### src/rtl/chan_pkg.sv
package chan_pkg;

  // Depth of stage idx in a chain of n stages: the entry and exit stages take
  // their own depths, and every interior stage shares one.
  function automatic int stage_depth(input int idx, input int n,
                                     input int d_in, input int d_mid,
                                     input int d_out);
    if (idx == 0)
      return d_in;
    else if (idx == n - 1)
      return d_out;
    else
      return d_mid;
  endfunction

endpackage

### src/rtl/rate_tick.sv
module rate_tick #(
  parameter int DIV_W = 8
) (
  input  logic             clk,
  input  logic             rst,
  input  logic [DIV_W-1:0] div_i,
  output logic             tick_o
);

  logic [DIV_W-1:0] cnt;
  logic [DIV_W-1:0] limit;

  // A divide value of zero behaves like one (full rate).
  assign limit  = (div_i == '0) ? '0 : div_i - 1'b1;
  assign tick_o = (cnt == '0);

  always_ff @(posedge clk) begin
    if (rst)
      cnt <= '0;
    else if (cnt >= limit)
      cnt <= '0;
    else
      cnt <= cnt + 1'b1;
  end


  tick_gap_chk: assert property (@(posedge clk) disable iff (rst)
    (tick_o && div_i > 1) |=> !tick_o);

endmodule

### src/rtl/chan_stage.sv
module chan_stage #(
  parameter int WIDTH = 16,
  parameter int DEPTH = 3
) (
  input  logic             clk,
  input  logic             rst,
  input  logic             push_i,
  input  logic [WIDTH-1:0] push_data_i,
  input  logic             pop_i,
  output logic [WIDTH-1:0] data_o,
  output logic             empty_o,
  output logic             full_o
);

  localparam int PW = (DEPTH > 1) ? $clog2(DEPTH) : 1;
  localparam int CW = $clog2(DEPTH + 1);

  logic [WIDTH-1:0] mem [DEPTH];
  logic [PW-1:0]    wptr, rptr;
  logic [CW-1:0]    cnt;

  function automatic logic [PW-1:0] bump(input logic [PW-1:0] p);
    return (p == PW'(DEPTH - 1)) ? '0 : p + 1'b1;
  endfunction

  // Storage has no reset so that it can map onto RAM.
  always_ff @(posedge clk) begin
    if (push_i)
      mem[wptr] <= push_data_i;
  end

  always_ff @(posedge clk) begin
    if (rst) begin
      wptr <= '0;
      rptr <= '0;
      cnt  <= '0;
    end else begin
      if (push_i) wptr <= bump(wptr);
      if (pop_i)  rptr <= bump(rptr);
      case ({push_i, pop_i})
        2'b10:   cnt <= cnt + 1'b1;
        2'b01:   cnt <= cnt - 1'b1;
        default: cnt <= cnt;
      endcase
    end
  end

  assign data_o  = mem[rptr];
  assign empty_o = (cnt == '0);
  assign full_o  = (cnt == CW'(DEPTH));


  no_overflow_chk: assert property (@(posedge clk) disable iff (rst)
    (push_i && !pop_i) |-> !full_o);


  no_underflow_chk: assert property (@(posedge clk) disable iff (rst)
    pop_i |-> !empty_o);

endmodule

### src/rtl/rate_fifo_chain.sv
module rate_fifo_chain #(
  parameter int WIDTH     = 16,
  parameter int NSTAGE    = 3,
  parameter int DEPTH_IN  = 3,
  parameter int DEPTH_MID = 3,
  parameter int DEPTH_OUT = 3,
  parameter int DIV_W     = 8,
  parameter int CNT_W     = 32
) (
  input  logic             clk,
  input  logic             rst,
  input  logic [DIV_W-1:0] div_i,
  input  logic             in_valid,
  input  logic [WIDTH-1:0] in_data,
  output logic             in_ready,
  output logic             out_valid,
  output logic [WIDTH-1:0] out_data,
  input  logic             out_ready,
  output logic [CNT_W-1:0] acc_count,
  output logic [CNT_W-1:0] dlv_count
);

  localparam int LAST = NSTAGE - 1;

  for (genvar k = 0; k < NSTAGE; k++) begin : st
    logic             en_w, take_w, pop_w, push_w, empty_w, full_w;
    logic [WIDTH-1:0] q_w, din_w;

    // Entry and exit stages always run at full rate; interior ones are divided.
    if (k == 0 || k == LAST) begin : g_full
      assign en_w = 1'b1;
    end else begin : g_slow
      rate_tick #(.DIV_W(DIV_W)) tick_i (
        .clk    (clk),
        .rst    (rst),
        .div_i  (div_i),
        .tick_o (en_w)
      );
    end

    // A word leaves only if the next stage (or the sink) takes it.
    if (k == LAST) begin : g_tail
      assign pop_w = en_w & ~empty_w & out_ready;
    end else begin : g_body
      assign pop_w = en_w & ~empty_w & st[k+1].take_w;
    end

    if (k == 0) begin : g_head
      assign push_w = in_valid & take_w;
      assign din_w  = in_data;
    end else begin : g_link
      assign push_w = st[k-1].pop_w;
      assign din_w  = st[k-1].q_w;
    end

    // Room exists when not full, or when full but releasing a word this cycle.
    assign take_w = en_w & (~full_w | pop_w);

    chan_stage #(
      .WIDTH (WIDTH),
      .DEPTH (chan_pkg::stage_depth(k, NSTAGE, DEPTH_IN, DEPTH_MID, DEPTH_OUT))
    ) fifo_i (
      .clk         (clk),
      .rst         (rst),
      .push_i      (push_w),
      .push_data_i (din_w),
      .pop_i       (pop_w),
      .data_o      (q_w),
      .empty_o     (empty_w),
      .full_o      (full_w)
    );
  end

  assign in_ready  = st[0].take_w;
  assign out_valid = ~st[LAST].empty_w;
  assign out_data  = st[LAST].q_w;

  always_ff @(posedge clk) begin
    if (rst) begin
      acc_count <= '0;
      dlv_count <= '0;
    end else begin
      if (in_valid && in_ready)   acc_count <= acc_count + 1'b1;
      if (out_valid && out_ready) dlv_count <= dlv_count + 1'b1;
    end
  end


  out_hold_chk: assert property (@(posedge clk) disable iff (rst)
    (out_valid && !out_ready) |=> (out_valid && $stable(out_data)));

endmodule

### config.mk
export PLATFORM = sky130hd
export DESIGN_NAME = rate_fifo_chain
export DESIGN_NICKNAME = d
export VERILOG_FILES = /design/src/rtl/chan_pkg.sv /design/src/rtl/rate_tick.sv /design/src/rtl/chan_stage.sv /design/src/rtl/rate_fifo_chain.sv
export SDC_FILE = /design/constraint.sdc
export NUM_CORES = 1
export LEC_CHECK = 0
export BUFFER_PORTS_ARGS = -buffer_cell sky130_fd_sc_hd__buf_2
export CAP_MARGIN = 10
export CELL_PAD_IN_SITES_DETAIL_PLACEMENT = 0
export CELL_PAD_IN_SITES_GLOBAL_PLACEMENT = 1
export CORE_UTILIZATION = 25
export CTS_CLUSTER_DIAMETER = 30
export DETAILED_ROUTE_END_ITERATION = 12
export PLACE_DENSITY_LB_ADDON = 0.05
export SETUP_SLACK_MARGIN = 0.5
export SYNTH_ARGS = -nofsm -noshare
export SYNTH_HDL_FRONTEND = slang
export SYNTH_HIERARCHICAL = 1
export SYNTH_SLANG_ARGS = --single-unit
### constraint.sdc
create_clock -name clk -period 10.3 [get_ports clk]
set_input_delay 0.515 -clock clk [delete_from_list [all_inputs] [get_ports clk]]
set_output_delay 0.515 -clock clk [all_outputs]
set_load 0.02 [all_outputs]
==> metrics.txt, run 1 <==
status completed; Final Critical Period roughly 3600 ps; number of synthesized flops with an enable pin 144; DRC Markers 0; share of the synthesized area in the top cell type 0.429; worst hold path type primary input to flop; CP Class flop to flop; Sw Share 0.247; Worst Max-Slew Pin Slew between 1000 and 1500 ps; share of layout cells above drive strength 1 0.246; mean number of vias per cell approximately 4.3; Seq cells post-synth 240; Critical Path Fanout Max 10; Slew Limit Fails 0; worst setup margin approximately 6700 ps; sequential share of power 0.318; fill cell count 3994; Initial Utilization 0.254; sequential share of the synthesized area 0.619; worst vdd ir 0.0998 mV; syn_nets between 900 and 1000; Placer Congestion between 0.6 and 0.7; PD cells between 200 and 300 nW/um2; asr flop ratio synth 0; die area a little over 40000 um2; Setup crit start kind flop; commonest non-fill, non-tap cells in the layout edfxtp_1 (144), buf_2 (108), dfxtp_1 (96), nand2_1 (88), nor2_1 (79); Boundary Pins 110; Longest Clk Path Bufs 3; final hold violation count 0; vias in the first global route between 6000 and 7000; Unique masters post-synth about 60; synth top area cells edfxtp_1 (43%), dfxtp_1 (19%), mux2i_1 (5.0%); Syn Std Cell Area 10100 um2; final design utilization 0.347; post-synth top area cell edfxtp_1; ant diodes 0; Die H a little over 200 um; Fin Setup TNS 0 ps; Layout Nets roughly 1100; Slew headroom 0.317; H-tree levels 3; maximum clock frequency roughly 280 MHz; clock root buffer clkbuf_16; antenna-violating nets left 0; Port Buffers about 110; Crit path required time around 11000 ps; clk slew on worst S/H paths 50 ps; commonest non-fill, non-tap cell in the layout edfxtp_1; post-CTS sizing 0; pin count of the biggest net entering global routing slightly below 70; TritonCTS Buffers between 70 and 80; row count 73; grt total ovfl 0; First-pass DRT Iterations 4; number of max-cap violations 0; internal power between 2000 and 3000 uW; first-pass GRT wire length 38200 um; crit share post-route 0.350; Logic pwr share 0.110; RSZ-0062 raised after global routing false; post-placement cell area 11200 um2; core area 39700 um2; Synth Instances between 800 and 900; drt total wl roughly 24000 um; Hold-fix buffers, CTS 0; Synth Flop Type edfxtp_1; CP Capture Type flop; clock power share 0.572; CTS Sinks 240; worst skew pair latency approximately 570 ps; Total GRT Usage 0.119; clk_skew between 20 and 25 ps; static leakage 0.00500 uW; Psw approximately 970 uW; final-report setup violation count 0; Synth warnings 6; Critical Path AT 4080 ps; Avg Inst Size Synth ~12 um2; DP HPWL ~16000 um; Post-CTS Setup Bufs 0; initial DRC count around 270; Die X between 200 and 250 um; P&R area growth vs syn 36.7%; initial antenna violation count 0; Routed wire per std cell between 10 and 15 um; Post-Place Worst Slack roughly 6600 ps; Post-Layout Inst Area around 14000 um2; TritonCTS clock tree done; routed vias between 6000 and 7000
==> cell usage after synthesis, drive strengths merged, types with 2 or more instances <==
| cell type | instances |
|---|---|
| nand2 | 88 |
| mux2 | 10 |
| or4b | 2 |
| xnor2 | 18 |
| or4 | 10 |
| nand3 | 19 |
| buf | 8 |
| and3 | 8 |
| xor2 | 28 |
| and2 | 6 |
| nor2 | 81 |
| nand4 | 29 |
| mux2i | 50 |
| ha | 16 |
| nor4 | 6 |
| o21ba | 3 |
| a2111o | 2 |
| nor3b | 4 |
| o211ai | 3 |
| or3 | 19 |
| and4 | 4 |
| nand3b | 5 |
| o31ai | 10 |
| edfxtp | 144 |
| dfxtp | 96 |
| nand2b | 6 |
| a21oi | 37 |
| o21ai | 71 |
| nor2b | 14 |
| a2111oi | 3 |
| clkbuf | 21 |
| inv | 23 |
| nor3 | 9 |
==> power by group through the flow <==
stage               Clock [uW]  Combinational, uW  Sequential (uW)
finish                    2250                433             1250
global route              2370                487             1260
CTS                       2310                447             1250
detailed placement           0                445             1270
global placement             0                447             1270
floorplan                    0                311             1230
==> flip-flops by register name, summed over array words and instances (netlist names), named ones only <==
name,cells
dlv_count,32
acc_count,32
st.g_slow.tick_i/cnt,8
st.fifo_i/cnt,6
st.fifo_i/wptr,6
st.fifo_i/rptr,6
st.fifo_i/mem,144
==> cell type report <==
type | instances | area [um2] | area share
sequential | 240 | 6250 | 0.453
multi-input combinational | 568 | 3630 | 0.263
clock buffer | 106 | 2150 | 0.156
tap | 525 | 657 | 0.0476
timing repair buffer | 120 | 631 | 0.0457
clock inverter | 27 | 395 | 0.0287
inverter | 23 | 86.3 | 0.00626
==> path summary, 6_finish.rpt <==
path | endpoint | from | cells past startpoint | slack (ps)
setup / recovery | st[0].fifo_i/cnt[1]$_SDFFE_PP0P_ | st[1].g_slow.tick_i/cnt[0]$_SDFF_PP0_ | 12 | 6700
hold / removal | st[0].fifo_i/mem[0][9]$_DFFE_PP_ | in_data[9] | 1 | 150
setup reg to reg | st[0].fifo_i/cnt[1]$_SDFFE_PP0P_ | st[1].g_slow.tick_i/cnt[0]$_SDFF_PP0_ | 12 | 6700
hold reg to reg | st[1].g_slow.tick_i/cnt[0]$_SDFF_PP0_ | st[1].g_slow.tick_i/cnt[0]$_SDFF_PP0_ | 1 | 470
==> per-layer routing <==
layer | wire length (um) | global-route usage
met1 | 11700 | 0.158
met2 | 10400 | 0.173
met3 | 1290 | 0.0403
met4 | 646 | 0.0583
met5 | 0 | 0
==> through the flow <==
step	cells	hold WS (ps)	total power [uW]
4_1_cts	1609	113	4010
6_report	1609	153	3930
2_1_floorplan	860	441	1550
3_5_place_dp	1476	466	1710
5_1_grt	1609	120	4120
3_3_place_gp	1476	463	1720
==> worst max-delay path, cell delays in order, from the launching register on <==
cell and delay [ps]:
dfxtp_1 330, inv_1 90, ha_1 140, or4b_1 430, nor4_1 340, nand2b_1 250
a2111oi_2 470, nor2_1 320, inv_1 210, inv_1 90, ha_1 340, or3_1 380
a21oi_1 130
==> cell families after synthesis <==
kind of cell,share of synthesized area
flops,0.619
buf+inv,0.0237
xor+xnor,0.0400
simple gates,0.157
mux,0.0608
compound gates,0.0790
fa+ha+maj,0.0199
No activity file was read; power rests on OpenSTA's default activity.
==> inputs of run 2 (changes only) <==
Settings changed: ABC_AREA from default to 1.
Clock period 10.3 ns to 3.4 ns, I/O delays scaled along.
==> metrics.txt, run 2 <==
status completed; synth top area cells edfxtp_1 (39%), dfxtp_1 (17%), nand2_1 (9.4%); Placer Congestion 0.694 (+2.3%); crit share post-route 0.739; Simple-Gate Fraction of Synth Area 0.244 (+0.0869); clock power share 0.560 (-0.012); pin count of the biggest net entering global routing 49 (-29%); CP Capture Type primary output; worst skew pair latency 590 ps (+20 ps); worst hold path type primary input to flop; Synth top cells by count nand2_1 (280), nor2_1 (198), edfxtp_1 (144); CP Buf/Inv Count 3 (unchanged); sequential share of the synthesized area 0.557 (-0.0621); Worst Max-Slew Pin Slew 896 ps (-127 ps); Synth Instances 1240 (+44%); Worst R2R Start st[1].g_slow.tick_i/cnt[0]$_SDFF_PP0_; Die X 214 um (+5.4%); final hold violation count 0 (unchanged); Crit path required time 3230 ps (-7550 ps); Adder-Cell Fraction of Synth Area 0.0179 (-0.00199); sequential share of power 0.301 (-0.017); crit path cell chain inv_1, ha_1, nand3_1, nor4_1, inv_1, nor2_1, nand2_1, nand2_1, nand2_2, nand2_2, buf_2; Port Buffers 109 (unchanged); WHS 183 ps (+29.9 ps); fill cell count 4567 (+14%); post-synth top area cell edfxtp_1; TritonCTS clock tree done; Syn Std Cell Area 11200 um2 (+11%); Slew Limit Fails 0 (unchanged); Total GRT Usage 0.142 (+0.0223); Fin Setup TNS 0 ps (unchanged); asr flop ratio synth 0 (unchanged); RSZ-0062 raised after global routing false; commonest non-fill, non-tap cell in the layout nand2_1; Post-Layout Inst Area 15100 um2 (+9.3%); Final Critical Period 2510 ps; Critical Path AT 2340 ps (-1740 ps); Final Power 12500 uW (+220%); CP max stage delay 320 ps (-150 ps); drt total wl 31400 um (+30%); Post-Synth XOR/XNOR Area 0.0141 (-0.0259); P&R area growth vs syn 34.5%; Post-Place Worst Slack 784 ps (-5800 ps); Unique masters post-synth 39 (-36%); Synth warnings 6 (unchanged); H-tree levels 3 (unchanged); Seq. cell area 6250 um2 (unchanged); CP max-delay cell dfxtp_1; routed vias 8720 (+26%); Avg Inst Size Synth 9.04 um2 (-23%); ant diodes 0 (unchanged); PD cells 831 nW/um2 (+190%); post-synthesis compound-gate area fraction 0.0937 (+0.0146); hold path start out_ready; Seq cells post-synth 240 (unchanged); Setup crit start kind flop; Die H 214 um (+5.4%); clock root buffer clkbuf_16; Synth Flop Type edfxtp_1; clk_skew 45.5 ps (+21.7 ps); mean number of vias per cell 4.19 (-2.4%); Logic pwr share 0.139 (+0.029); core area 44200 um2 (+11%); worst vdd ir 0.341 mV (+240%); static leakage 0.00588 uW (+18%); count leader, synth nand2_1; CP top delay family simple AND/OR/NAND/NOR gates; DRC Markers 0 (unchanged); Critical Path Fanout Max 15 (+5); post-placement cell area 12300 um2 (+9.0%); CTS Sinks 240 (unchanged); first-pass GRT wire length 49000 um (+28%); share of layout cells above drive strength 1 0.237 (-0.00892); final-report setup violation count 0 (unchanged); commonest non-fill, non-tap cells in the layout nand2_1 (280), nor2_1 (198), edfxtp_1 (144), a21oi_1 (125), inv_1 (117); Multi-input gate area 4160 um2 (+15%); crit path from st[1].g_slow.tick_i/cnt[0]$_SDFF_PP0_; Slew headroom 0.402 (+0.0853); clk slew on worst S/H paths 40 ps (about the same); main combinational cell family by area after synthesis simple AND/OR/NAND/NOR gates; biggest regs st.fifo_i/mem: 144 flops, acc_count: 32 flops, dlv_count: 32 flops; Layout Nets 1470 (+37%); number of synthesized flops with an enable pin 144 (unchanged); Routed wire per std cell 15.1 um (+0.87%); Longest Clk Path Bufs 3 (unchanged); Sw Share 0.277 (+0.0301); post-synthesis mux area share 0 (-0.0608); die area 45700 um2 (+11%); largest reg by FF count st.fifo_i/mem; internal power 9070 uW (+210%); grt total ovfl 0 (unchanged); CP Class flop to primary output; number of max-cap violations 0 (unchanged); DP HPWL 21200 um (+35%); row count 77 (+5.5%); Initial Utilization 0.253 (-0.000359); initial DRC count 294 (+8.5%); max reg flops 144 (unchanged); share of the synthesized area in the top cell type 0.386 (-0.0430); TritonCTS Buffers 80 (+6.7%); Boundary Pins 110 (unchanged); antenna-violating nets left 0 (unchanged); maximum clock frequency approximately 400 MHz; syn_nets 1284 (+42%); First-pass DRT Iterations 4 (unchanged); initial antenna violation count 0 (unchanged); vias in the first global route 8757 (+28%); worst setup margin 889 ps (-5810 ps); Psw 3470 uW (+260%)
## run 2: changes by cell type in the layout (fill, tap and decap cells not counted), moves of 30 or more
cell | before | now
inv_1 | 23 | 117
nor2_1 | 79 | 198
a21oi_2 | 0 | 30
a21oi_1 | 37 | 125
nand2_2 | 0 | 36
o21ai_0 | 70 | 15
nand3_1 | 19 | 53
mux2i_1 | 50 | 0
nand2_1 | 88 | 280
## run 2: worst paths after layout
kind	end	slack [ps]	cells after the start
min reg2reg	st[1].g_slow.tick_i/cnt[0]$_SDFF_PP0_	460	1
min	dlv_count[0]$_SDFFE_PP0P_	180	4
max reg2reg	st[2].fifo_i/mem[0][1]$_DFFE_PP_	1020	10
max	in_ready	890	11
## run 2: stage by stage
step,instances,util
2_1_floorplan,1240,-
3_3_place_gp,1919,0.277
3_5_place_dp,1919,0.277
4_1_cts,2079,0.341
5_1_grt,2079,0.341
6_report,2079,0.341
## run 2: worst register-to-register path, stage by stage, from the launching register on
cell and delay (ps):
dfxtp_1 320, inv_1 90, ha_1 160, nand3_1 80
nor4_1 170, inv_1 120, nor2_1 100, nand2_1 80
inv_1 210, nand3_1 130, inv_1 580
## run 2: layer usage
layer | up-vias | track usage | wire [um] | share of wire
li1 | 4486 | - | - | -
met1 | 4034 | 0.168 | 13800 | 0.44
met2 | 141 | 0.239 | 15500 | 0.49
met3 | 59 | 0.0438 | 1440 | 0.046
met4 | 0 | 0.0557 | 729 | 0.023
met5 | - | 0 | 0 | 0
## run 2: power by group through the flow
stage                     logic (uW)  registers [uW]  clock network, uW
final                           1740            3780               7020
after global placement          1800            3840                  0
after global routing            1950            3820               7350
after detailed placement        1790            3840                  0
after floorplan                 1350            3730                  0
after CTS                       1810            3790               7190
## run 2: cells by family (layout without fill, tap and decap cells)
kind of cell | Yosys count | after routing
XOR/XNOR | 18 | 18
AND/OR/NAND/NOR | 626 | 626
buffers and inverters | 159 | 406
flip-flops | 240 | 240
adder cells (fa/ha/maj) | 16 | 16
AO/OA/AOI/OAI | 181 | 181
## run 2: timing repair
action                                  in CTS  in global routing
hold buffers                                17                  0
endpoints found under the setup margin       0                 18
resized for setup                            0                  2
setup buffers                                0                  0
endpoints found under the hold margin       50                  0
## run 2: cell type report
class / count / area share
clock buffer: 103 / 0.142
inverter: 127 / 0.0336
tap: 592 / 0.0491
sequential: 240 / 0.414
clock inverter: 40 / 0.0322
timing repair buffer: 136 / 0.0524
multi-input combinational: 841 / 0.276
==> inputs of run 3 (changes only) <==
Settings changed: ABC_AREA 1 to 0.
Clock period 3.4 ns to 2.1 ns, I/O delays scaled along.
==> metrics.txt, run 3 (same netlist as run 1, synthesis figures left out) <==
fill cell count 3881 (-15%); Layout Nets 1226 (-17%); Routed wire per std cell 14.6 um (-3.7%); Total GRT Usage 0.127 (-0.0150); Slew Limit Fails 0 (unchanged); routed vias 7413 (-15%); CP Buf/Inv Count 3 (unchanged); CP max stage delay 470 ps (+150 ps); Post-Layout Inst Area 15800 um2 (+5.0%); CP top delay family simple AND/OR/NAND/NOR gates; Port Buffers 109 (unchanged); Post-Place Worst Slack -662 ps (-1450 ps); share of layout cells above drive strength 1 0.409 (+0.171); Setup crit start kind flop; First-pass DRT Iterations 4 (unchanged); initial antenna violation count 1 (+1); WHS 83.7 ps (-99.3 ps); Worst Max-Slew Pin Slew 569 ps (-327 ps); static leakage 0.00596 uW (+1.3%); Inst Count DP 1581 (-18%); vias in the first global route 7466 (-15%); final-report setup violation count 192 (+192); Longest Clk Path Bufs 3 (unchanged); Slew headroom 0.619 (+0.217); Boundary Pins 110 (unchanged); grt total ovfl 0 (unchanged); CP Class flop to flop; largest reg by FF count st.fifo_i/mem; initial DRC count 355 (+21%); failing checks setup timing; Critical Path Fanout Max 4 (-11); worst skew pair latency 560 ps (-30 ps); PD cells 1270 nW/um2 (+53%); TritonCTS Buffers 72 (-10%); Final Critical Period ~2700 ps; commonest non-fill, non-tap cell in the layout edfxtp_1; row count 73 (-5.2%); CP Capture Type flop; CP max-delay cell or4b_4; final design utilization 0.398 (+0.0575); DRC Markers 0 (unchanged); mean number of vias per cell 4.20 (about the same); drt total wl 25700 um (-18%); CTS Sinks 240 (unchanged); Die H 203 um (-5.1%); TritonCTS clock tree done; Crit path required time 2580 ps (-650 ps); pin count of the biggest net entering global routing 44 (-10%); Placer Congestion 0.703 (+1.4%); worst vdd ir 0.491 mV (+44%); first-pass GRT wire length 40400 um (-17%); status finished, violations left; DP HPWL 17400 um (-18%); crit path cell chain inv_2, ha_4, or4b_4, nor4_4, nand2b_1, buf_4, buf_6, o22a_1, a2111o_1, or3_1, a21oi_1; post-placement cell area 12400 um2 (+1.1%); worst setup margin -573 ps (-1460 ps); H-tree levels 3 (unchanged); clk slew on worst S/H paths 40 ps (about the same); clock root buffer clkbuf_16; Critical Path AT 3160 ps (+820 ps); crit share post-route 1.27; number of max-cap violations 0 (unchanged); worst hold path type primary input to flop; core area 39700 um2 (-10%); final hold violation count 0 (unchanged); clk_skew 16.1 ps (-29.5 ps); antenna-violating nets left 0 (unchanged); post-route insts no fill 1766 (-15%); P&R area growth vs syn 57.0%; RSZ-0062 raised after global routing true; Die X 203 um (-5.1%); biggest regs st.fifo_i/mem: 144 flops, acc_count: 32 flops, dlv_count: 32 flops; die area 41100 um2 (-9.9%); commonest non-fill, non-tap cells in the layout edfxtp_1 (144), buf_4 (115), buf_2 (98), nand2_1 (83); maximum clock frequency 374 MHz; max reg flops 144 (unchanged); Initial Utilization 0.254 (+0.000359)
[run 3: cell count changes in the layout (fill, tap and decap cells not counted), moves of 38 or more]
cell / delta
mux2i_1: +48
nand3_1: -38
a21oi_1: -104
nand2_1: -197
o21ai_0: +41
nor2_1: -129
inv_1: -101
buf_4: +105
[run 3: cell type report]
cell class | instances | area (um2) | share of cell area
Sequential cell | 240 | 6290 | 0.397
Multi-Input combinational cell | 568 | 4130 | 0.261
Timing Repair Buffer | 277 | 2200 | 0.139
Clock buffer | 95 | 1990 | 0.126
Tap cell | 525 | 657 | 0.0415
Clock inverter | 37 | 479 | 0.0303
Inverter | 23 | 91.3 | 0.00577
Antenna cell | 1 | 2.50 | 0.000158
[run 3: layer usage]
layer	routed length, um	track usage
met2	11500	0.187
met5	0	0
met4	938	0.0728
met3	1000	0.0324
met1	12300	0.167
[run 3: worst paths after layout]
kind                                         startpoint                          to  slack (ps)  depth (start not counted)
setup / recovery  st[1].g_slow.tick_i/cnt[0]$_SDFF_PP0_  acc_count[20]$_SDFFE_PP0P_        -570                         11
hold / removal                                out_ready   dlv_count[2]$_SDFFE_PP0P_          80                          5
setup reg to reg  st[1].g_slow.tick_i/cnt[0]$_SDFF_PP0_  acc_count[20]$_SDFFE_PP0P_        -570                         11
hold reg to reg              acc_count[31]$_SDFFE_PP0P_  acc_count[31]$_SDFFE_PP0P_         480                          2
[run 3: timing repair]
action | in CTS | in global routing
hold buffers | 17 | 0
setup endpoints to repair | 247 | 253
resized for setup | 24 | 105
buffers inserted | 9 | 24
pin swaps | 7 | 37
gates cloned | 1 | 1
hold endpoints to repair | 51 | 0
[run 3: where the power goes]
| group | internal (uW) | switching, uW |
|---|---|---|
| clock network | 7710 | 3040 |
| registers | 5800 | 210 |
| logic | 1530 | 1820 |
[run 3: worst min-delay path: cells and delay by family]
kind,cells,cell delay [ps]
XOR/XNOR,1,50
buffers and inverters,2,240
AND/OR/NAND/NOR,2,190
[run 3: metrics by stage]
stage / total power [uW] / TNS, ps
after floorplan: 7700 / -59210
after global placement: 8910 / -66810
after detailed placement: 8910 / -75500
after CTS: 20000 / -64670
after global routing: 21000 / -84710
final: 20100 / -60740
